### src/rtl/mc_ctrl_pkg.sv
package mc_ctrl_pkg;

    parameter int OPC_W = 6;

    localparam logic [OPC_W-1:0] OPC_RTYPE = 6'b000000;
    localparam logic [OPC_W-1:0] OPC_JUMP  = 6'b000010;
    localparam logic [OPC_W-1:0] OPC_BEQ   = 6'b000100;
    localparam logic [OPC_W-1:0] OPC_LOAD  = 6'b100011;
    localparam logic [OPC_W-1:0] OPC_STORE = 6'b101011;

    typedef enum logic [3:0] {
        ST_FETCH     = 4'd0,
        ST_DECODE    = 4'd1,
        ST_ADDR_CALC = 4'd2,
        ST_MEM_LD    = 4'd3,
        ST_MEM_ST    = 4'd4,
        ST_LD_WB     = 4'd5,
        ST_R_EXEC    = 4'd6,
        ST_R_WB      = 4'd7,
        ST_BR_DONE   = 4'd8,
        ST_J_DONE    = 4'd9
    } state_e;

    // Operand and PC select codes
    localparam logic [1:0] PCS_ALU  = 2'b00;
    localparam logic [1:0] PCS_TGT  = 2'b01;
    localparam logic [1:0] PCS_JMP  = 2'b10;
    localparam logic [1:0] BSEL_REG = 2'b00;
    localparam logic [1:0] BSEL_FOUR = 2'b01;
    localparam logic [1:0] BSEL_IMM = 2'b10;
    localparam logic [1:0] BSEL_OFS = 2'b11;
    localparam logic [1:0] AOP_ADD  = 2'b00;
    localparam logic [1:0] AOP_SUB  = 2'b01;
    localparam logic [1:0] AOP_FUNC = 2'b10;

    typedef struct packed {
        logic       pc_wr;
        logic       pc_wr_cond;
        logic [1:0] pc_src;
        logic       addr_sel;
        logic       mem_rd;
        logic       mem_wr;
        logic       ir_wr;
        logic       wb_sel;
        logic       rf_wr;
        logic       dst_sel;
        logic       alu_a_sel;
        logic [1:0] alu_b_sel;
        logic [1:0] alu_op;
        logic       tgt_wr;
    } ctrl_t;

endpackage

### src/rtl/mc_ctrl_next.sv
module mc_ctrl_next
    import mc_ctrl_pkg::*;
(
    input  state_e           cur,
    input  logic [OPC_W-1:0] opcode,
    output state_e           nxt
);

    logic is_mem;
    logic is_load;
    logic is_store;

    always_comb begin
        is_load  = (opcode == OPC_LOAD);
        is_store = (opcode == OPC_STORE);
        is_mem   = is_load | is_store;
    end

    always_comb begin
        nxt = ST_FETCH;
        unique case (cur)
            ST_FETCH: nxt = ST_DECODE;
            ST_DECODE: begin
                if (is_mem)                    nxt = ST_ADDR_CALC;
                else if (opcode == OPC_RTYPE)  nxt = ST_R_EXEC;
                else if (opcode == OPC_BEQ)    nxt = ST_BR_DONE;
                else if (opcode == OPC_JUMP)   nxt = ST_J_DONE;
                else                           nxt = ST_FETCH;
            end
            ST_ADDR_CALC: begin
                if (is_load)       nxt = ST_MEM_LD;
                else if (is_store) nxt = ST_MEM_ST;
                else               nxt = ST_FETCH;
            end
            ST_MEM_LD:  nxt = ST_LD_WB;
            ST_R_EXEC:  nxt = ST_R_WB;
            ST_MEM_ST,
            ST_LD_WB,
            ST_R_WB,
            ST_BR_DONE,
            ST_J_DONE:  nxt = ST_FETCH;
            default:    nxt = ST_FETCH;
        endcase
    end

endmodule

### src/rtl/mc_ctrl_decode.sv
module mc_ctrl_decode
    import mc_ctrl_pkg::*;
(
    input  state_e cur,
    output ctrl_t  ctl
);

    always_comb begin
        ctl = '0;
        unique case (cur)
            ST_FETCH: begin
                ctl.mem_rd    = 1'b1;
                ctl.ir_wr     = 1'b1;
                ctl.pc_wr     = 1'b1;
                ctl.addr_sel  = 1'b0;
                ctl.alu_a_sel = 1'b0;
                ctl.alu_b_sel = BSEL_FOUR;
                ctl.alu_op    = AOP_ADD;
                ctl.pc_src    = PCS_ALU;
            end
            ST_DECODE: begin
                ctl.alu_a_sel = 1'b0;
                ctl.alu_b_sel = BSEL_OFS;
                ctl.alu_op    = AOP_ADD;
                ctl.tgt_wr    = 1'b1;
            end
            ST_ADDR_CALC: begin
                ctl.alu_a_sel = 1'b1;
                ctl.alu_b_sel = BSEL_IMM;
                ctl.alu_op    = AOP_ADD;
            end
            ST_MEM_LD: begin
                ctl.mem_rd   = 1'b1;
                ctl.addr_sel = 1'b1;
            end
            ST_MEM_ST: begin
                ctl.mem_wr   = 1'b1;
                ctl.addr_sel = 1'b1;
            end
            ST_LD_WB: begin
                ctl.rf_wr   = 1'b1;
                ctl.wb_sel  = 1'b1;
                ctl.dst_sel = 1'b0;
            end
            ST_R_EXEC: begin
                ctl.alu_a_sel = 1'b1;
                ctl.alu_b_sel = BSEL_REG;
                ctl.alu_op    = AOP_FUNC;
            end
            ST_R_WB: begin
                ctl.rf_wr   = 1'b1;
                ctl.dst_sel = 1'b1;
                ctl.wb_sel  = 1'b0;
            end
            ST_BR_DONE: begin
                ctl.alu_a_sel  = 1'b1;
                ctl.alu_b_sel  = BSEL_REG;
                ctl.alu_op     = AOP_SUB;
                ctl.pc_wr_cond = 1'b1;
                ctl.pc_src     = PCS_TGT;
            end
            ST_J_DONE: begin
                ctl.pc_wr  = 1'b1;
                ctl.pc_src = PCS_JMP;
            end
            default: ctl = '0;
        endcase
    end

endmodule

### src/rtl/mc_ctrl_fsm.sv
module mc_ctrl_fsm
    import mc_ctrl_pkg::*;
(
    input  logic             clk,
    input  logic             rst,
    input  logic [OPC_W-1:0] opcode,
    output logic             pc_wr,
    output logic             pc_wr_cond,
    output logic [1:0]       pc_src,
    output logic             addr_sel,
    output logic             mem_rd,
    output logic             mem_wr,
    output logic             ir_wr,
    output logic             wb_sel,
    output logic             rf_wr,
    output logic             dst_sel,
    output logic             alu_a_sel,
    output logic [1:0]       alu_b_sel,
    output logic [1:0]       alu_op,
    output logic             tgt_wr
);

    state_e state_q;
    state_e state_d;
    ctrl_t  ctl;

    mc_ctrl_next u_next (
        .cur    (state_q),
        .opcode (opcode),
        .nxt    (state_d)
    );

    mc_ctrl_decode u_dec (
        .cur (state_q),
        .ctl (ctl)
    );

    always_ff @(posedge clk) begin
        if (rst) state_q <= ST_FETCH;
        else     state_q <= state_d;
    end

    always_comb begin
        pc_wr      = ctl.pc_wr;
        pc_wr_cond = ctl.pc_wr_cond;
        pc_src     = ctl.pc_src;
        addr_sel   = ctl.addr_sel;
        mem_rd     = ctl.mem_rd;
        mem_wr     = ctl.mem_wr;
        ir_wr      = ctl.ir_wr;
        wb_sel     = ctl.wb_sel;
        rf_wr      = ctl.rf_wr;
        dst_sel    = ctl.dst_sel;
        alu_a_sel  = ctl.alu_a_sel;
        alu_b_sel  = ctl.alu_b_sel;
        alu_op     = ctl.alu_op;
        tgt_wr     = ctl.tgt_wr;
    end

endmodule

### config.mk
export PLATFORM = sky130hd
export DESIGN_NAME = mc_ctrl_fsm
export DESIGN_NICKNAME = d
export VERILOG_FILES = /design/src/rtl/mc_ctrl_pkg.sv /design/src/rtl/mc_ctrl_next.sv /design/src/rtl/mc_ctrl_decode.sv /design/src/rtl/mc_ctrl_fsm.sv
export SDC_FILE = /design/constraint.sdc
export NUM_CORES = 1
export LEC_CHECK = 0
export BUFFER_PORTS_ARGS = -buffer_cell sky130_fd_sc_hd__buf_2
export CORE_MARGIN = 2
export CORE_UTILIZATION = 23
export DETAILED_ROUTE_END_ITERATION = 12
export GPL_ROUTABILITY_DRIVEN = 1
export GPL_TIMING_DRIVEN = 0
export PLACE_DENSITY = 0.57
export SLEW_MARGIN = 10
export SYNTH_ARGS = -nofsm -noshare
export SYNTH_HDL_FRONTEND = slang
export SYNTH_SLANG_ARGS = --single-unit
### constraint.sdc
create_clock -name clk -period 2.8 [get_ports clk]
set_clock_uncertainty 0.2 [all_clocks]
set_input_delay 0.56 -clock clk [delete_from_list [all_inputs] [get_ports clk]]
set_output_delay 0.56 -clock clk [all_outputs]
set_load 0.01 [all_outputs]
Word level (Yosys, flattened, before mapping). Index checks and enable logic that the tools add are counted.

Eq/ne operators: 13. Bitwise operators: 1. Multiplexer cells: 17. Reduce and logical (&&, ||, !) cells: 5.

Operators with widths (count): 5-bit one-hot mux with 5 select lines (1); 4-bit two-way mux (5); 4-bit one-hot mux with 5 select lines (1); 4-bit by 3-bit == test with 1-bit output (second input constant) (4); 6-bit == test (second input constant) (2); 4-bit by 2-bit == test with 1-bit output (second input constant) (2); 4-bit == test (second input constant) (2); 1-bit two-way mux (7); 6-bit by 2-bit == test with 1-bit output (second input constant) (1); 6-bit by 3-bit == test with 1-bit output (second input constant) (1); 6-bit zero test (1); 3-bit one-hot mux with 2 select lines (1); 2-bit OR reduction (3); 4-bit by 1-bit == test with 1-bit output (second input constant) (1); 4-bit zero test (1); 2-bit one-hot mux with 2 select lines (1); 3-bit two-way mux (1); 1-bit bitwise OR (1).

Output and inout port bits: 17. Register bits after elaboration: 4.

Depth between registers and ports, before layout.
Depth in word-level cells: 6. Gate-level depth with buffers: 5. Depth with buffers taken out: 4.

Modules after synthesis. From an unflattened synthesis, not the netlist that was laid out.

Cell total of the unflattened synthesis: 59. Area total of the unflattened synthesis: 500.5 sq um.

By module, submodules not included: mc_ctrl_decode (instances 1, area an instance 230.2 sq um, cells each 28, seq. area each 0.0 sq um); mc_ctrl_next (instances 1, area an instance 165.2 sq um, cells each 23, seq. area each 0.0 sq um); mc_ctrl_fsm (instances 1, area an instance 105.1 sq um, cells each 8, seq. area each 80.1 sq um).

Worst setup path after synthesis. OpenSTA, ideal clock, no wires.

Kind: reg-to-output. Start: reg state_q[2]. End: out pc_wr. Path buffers: 1. Path slack: 0.840 ns. Cell stages (with the launch flop): 4. Data arrival time: 1.200 ns. Data required time: 2.040 ns. Path through: dfxtp_1 -> buf_4 -> nor4_1 -> or2_1.

Cells in the longest elaborated chain, start to end: 3. Elaborated cells on any way between the ends: 4.

Ends and longest elaborated chain: start, declared (line mc_ctrl_fsm.sv:23) `state_e state_q;`; start signal, assigned (line mc_ctrl_fsm.sv:40) `else state_q <= state_d;`; 4-bit == test or 4-bit zero test (tied branches) (line mc_ctrl_decode.sv:10) `unique case (cur)`; 2-bit OR reduction (no source line) (*); 1-bit two-way mux (*) (line mc_ctrl_decode.sv:10); end, declared (line mc_ctrl_fsm.sv:7) `output logic pc_wr,`.

Every way passes the cells marked *; elsewhere a longest branch is shown, timed or not.

Worst setup path after layout.
Start: reg state_q[2]. End: out addr_sel.

Cells in the longest elaborated chain, start to end: 3. Elaborated cells on any way between the ends: 4.

Ends and longest elaborated chain: 4-bit by 2-bit == test with 1-bit output or 4-bit by 3-bit == test with 1-bit output (tied branches) (line mc_ctrl_decode.sv:10); 2-bit OR reduction (no source line) (*); 1-bit two-way mux (*) (line mc_ctrl_decode.sv:10); end, declared (line mc_ctrl_fsm.sv:10) `output logic addr_sel,`.

Marked as above.

==> Flow_metrics.wiki <==
{| class="wikitable"
! Metric !! Value
|-
| Slew at the pin closest to its max-slew limit || 0.3305 ns
|-
| Mux contribution to synthesized area || 0%
|-
| P&R area growth vs syn || 42.12%
|-
| Highest metal layer used by the detailed router || met3
|-
| Final hold violation count || 0
|-
| Maximum capacitance violations || 0
|-
| Worst-skew pair later-pin latency || roughly 0.23 ns
|-
| Number of flip-flops under the largest register name || 4
|-
| Boundary Pins || 25
|-
| Dominant combinational cell family by area after synthesis || simple AND/OR/NAND/NOR gates
|-
| Routability Congestion || 0.7351
|-
| Vias in the first global route || 413
|-
| Post-Syn Nets || 62
|-
| Registers with the highest flip-flop counts || state_q (4)
|-
| Die area || 0.002150 mm²
|-
| TritonCTS clock tree || yes
|-
| Synth area leader || sky130_fd_sc_hd__dfxtp_1
|-
| Cell area after synthesis || 412.9 µm²
|-
| Share of the yosys chip area belonging to registers || 19.39%
|-
| Buffers added on ports || 24
|-
| Mapped Cells || 54
|-
| Initial core utilization || 24.18%
|-
| Simple-Gate Fraction of Synth Area || 48.79%
|-
| Met2 layer wire length in the routed design || 444 µm
|-
| DP Area || around 560 µm²
|-
| Setup repair after global routing missed its margin || false
|-
| Initial antenna violation count || 0
|-
| Summed area of non-filler cells in the final layout || roughly 600 µm²
|-
| Number of H-tree levels || 1
|-
| Layout fillers || 191
|-
| Amount of wire on met3 after detailed routing || 65 µm
|-
| Congestion Overflow GR || 0
|-
| Cell-by-cell trace of the critical path || buf_4 -> or3b_1 -> a21oi_1 -> buf_2
|-
| Number of nets in the final layout || 91
|-
| Outcome || finished, final reports clean
|-
| Floorplan row count || 15
|-
| Wire length of the first global-routing pass || 1649 µm
|-
| Lkg Pwr || 0.2772 nW
|-
| Hold-fix buffer count after cts || 0
|-
| Routed wire length per instance || approximately 9.6 µm
|-
| Clock-pin slew on the worst setup and hold paths || 0.04 ns
|-
| Power density normalized to cell area || 303.1 mW/mm²
|-
| Required time at the endpoint of the critical path || 2.04 ns
|-
| Proportion of netlist area held by the largest area contributor || 19.39%
|-
| Setup Viol. Count Final || 0
|-
| Highest cell delay on the worst timing path || 0.40 ns
|-
| Max-slew violation total from the final report || 0
|-
| Number of distinct standard cells referenced by the synthesized netlist || 25
|-
| Post-detail-place hpwl || ~830 µm
|-
| Maximum vdd drop || 0.1417 mV
|-
| Synth Area per Inst || 7.646 µm²
|-
| Commonest cells after routing, fill and taps aside || sky130_fd_sc_hd__buf_2 (26), sky130_fd_sc_hd__nor3_1 (7), sky130_fd_sc_hd__buf_4 (4), sky130_fd_sc_hd__nand2b_1 (4), sky130_fd_sc_hd__dfxtp_1 (4)
|-
| Synth Warn # || 0
|-
| Total number of vias || 476
|-
| Crit end category || output port
|-
| Tightest slew margin relative to the limit || 77.77%
|-
| Xor-xnor portion of the synthesized cell area || around 4.2%
|-
| Cells resized by post-CTS repair || 0
|-
| Die Wd || 46.37 µm
|-
| Clock Tree Root || sky130_fd_sc_hd__clkbuf_4
|-
| Largest net degree at the start of global routing || 11
|-
| CTS buffer count || 3
|-
| TritonCTS Sinks || 4
|-
| Total routed wire length on the met1 layer || 502 µm
|-
| Part of the cycle the worst path needs || 79.45%
|-
| All-layer global routing usage || 10.51%
|-
| CTS Buffer Depth || 2
|-
| Number of buffers inserted by post-CTS setup repair || 0
|-
| Chip Height || approximately 46 µm
|-
| Post-detailed-route count of antenna-violating nets || 0
|-
| Critical Path Fanout Max || 10
|-
| Slowest library cell on the worst path || sky130_fd_sc_hd__dfxtp_1
|-
| Most frequent standard cell in the layout excluding fill and tap cells || sky130_fd_sc_hd__buf_2
|-
| Final wirelength || between 1000 and 1500 µm
|-
| Arrival time at the worst endpoint || 1.46 ns
|-
| Ratio of cells with drive above 1 in the final layout || 43.21%
|-
| Achievable clock frequency || 449.5 MHz
|-
| Final antenna diode count || 0
|-
| Complex-gate fraction of the synthesized area || ~18%
|-
| Register ranked first by flip-flop count || state_q
|-
| Total iterations of the first detailed-routing run || 4
|-
| Setup TNS Final || 0 ns
|-
| Residual DRC count || 0
|-
| Number of violations reported at the end of detailed-routing iteration 0 || 10
|-
| Core box area || 0.001708 mm²
|-
| Detail-routed via count per cell || 4.491
|-
| Launching element type of the critical path || flip-flop
|-
| Worst Path Class, Setup || reg2out
|-
| Fraction of the mapped netlist area in adder cells || 0%
|-
| Number of register bits inferred by synthesis || 4
|-
| Minimum period implied by the final worst setup slack || 2.225 ns
|-
| Class of the tightest hold or removal check || in2reg
|-
| Dominant cells by area after synthesis || sky130_fd_sc_hd__dfxtp_1 (19%), sky130_fd_sc_hd__nor3_1 (8.5%), sky130_fd_sc_hd__buf_4 (7.3%)
|}
[report_power, final]
part | internal, W | switching [W] | total, W
registers | 0.0000588 | 0.000000701 | 0.0000595
clock network | 0.0000479 | 0.0000235 | 0.0000714
logic | 0.0000223 | 0.0000246 | 0.0000469
total | 0.000129 | 0.0000488 | 0.000178
[worst paths after layout]
path / startpoint / to / slack (ns) / cells past startpoint
max reg2reg: state_q[3] / state_q[0] / 1.38 / 5
min reg2reg: state_q[3] / state_q[3] / 0.37 / 3
max: state_q[2] / addr_sel / 0.58 / 4
min: opcode[4] / state_q[3] / 0.30 / 2
[logic make-up after synthesis]
kind of cell,Yosys count
compound gates,11
xor+xnor,2
simple gates,31
buf+inv,6
flops,4
[routing by layer]
| metal | global-route usage (%) | vias up |
|---|---|---|
| met5 | 0 | - |
| met4 | 5.143 | 0 |
| met3 | 1.176 | 0 |
| met2 | 16.67 | 20 |
| met1 | 13.92 | 202 |
| li1 | - | 254 |
[cells in the mapped netlist, drive strengths merged]
library cell / instances
and2: 2
and3: 2
xnor2: 2
nand2: 2
nand2b: 4
nor2b: 2
nor2: 3
nor3b: 2
nor3: 7
buf: 6
a2111o: 1
nor4b: 1
a311oi: 1
dfxtp: 4
o21ai: 2
o21a: 1
nor4: 3
or2: 1
nand3b: 1
a21oi: 3
a211o: 1
or3b: 1
a31oi: 2
[critical path: cells and delay by family (launching register included)]
family / cells / cell delay [ns]
AND/OR/NAND/NOR: 1 / 0.35
AO/OA/AOI/OAI: 1 / 0.14
buffers and inverters: 2 / 0.33
flip-flops: 1 / 0.40
[cell type report]
cell class	instances	area [µm²]	share of cell area [%]
Clock buffer	3	22.52	3.838
Sequential cell	4	80.08	13.65
Timing Repair Buffer	24	120.1	20.47
Multi-Input combinational cell	44	292.8	49.89
Tap cell	25	31.28	5.330
Buffer	6	40.04	6.823
[through the flow]
| stage | util, % | setup slack (ns) | power, W | hold slack (ns) | cells |
|---|---|---|---|---|---|
| floorplan | - | 0.8401 | 0.00008877 | 0.3564 | 54 |
| global placement | 33.04 | 0.8207 | 0.0001068 | 0.3744 | 103 |
| detailed placement | 33.04 | 0.8143 | 0.0001074 | 0.3672 | 103 |
| CTS | 34.36 | 0.5534 | 0.0001821 | 0.2906 | 106 |
| global route | 34.36 | 0.4901 | 0.0001908 | 0.3086 | 106 |
| finish | 34.36 | 0.5754 | 0.0001778 | 0.2994 | 106 |
(Power assumes the default switching activity.)
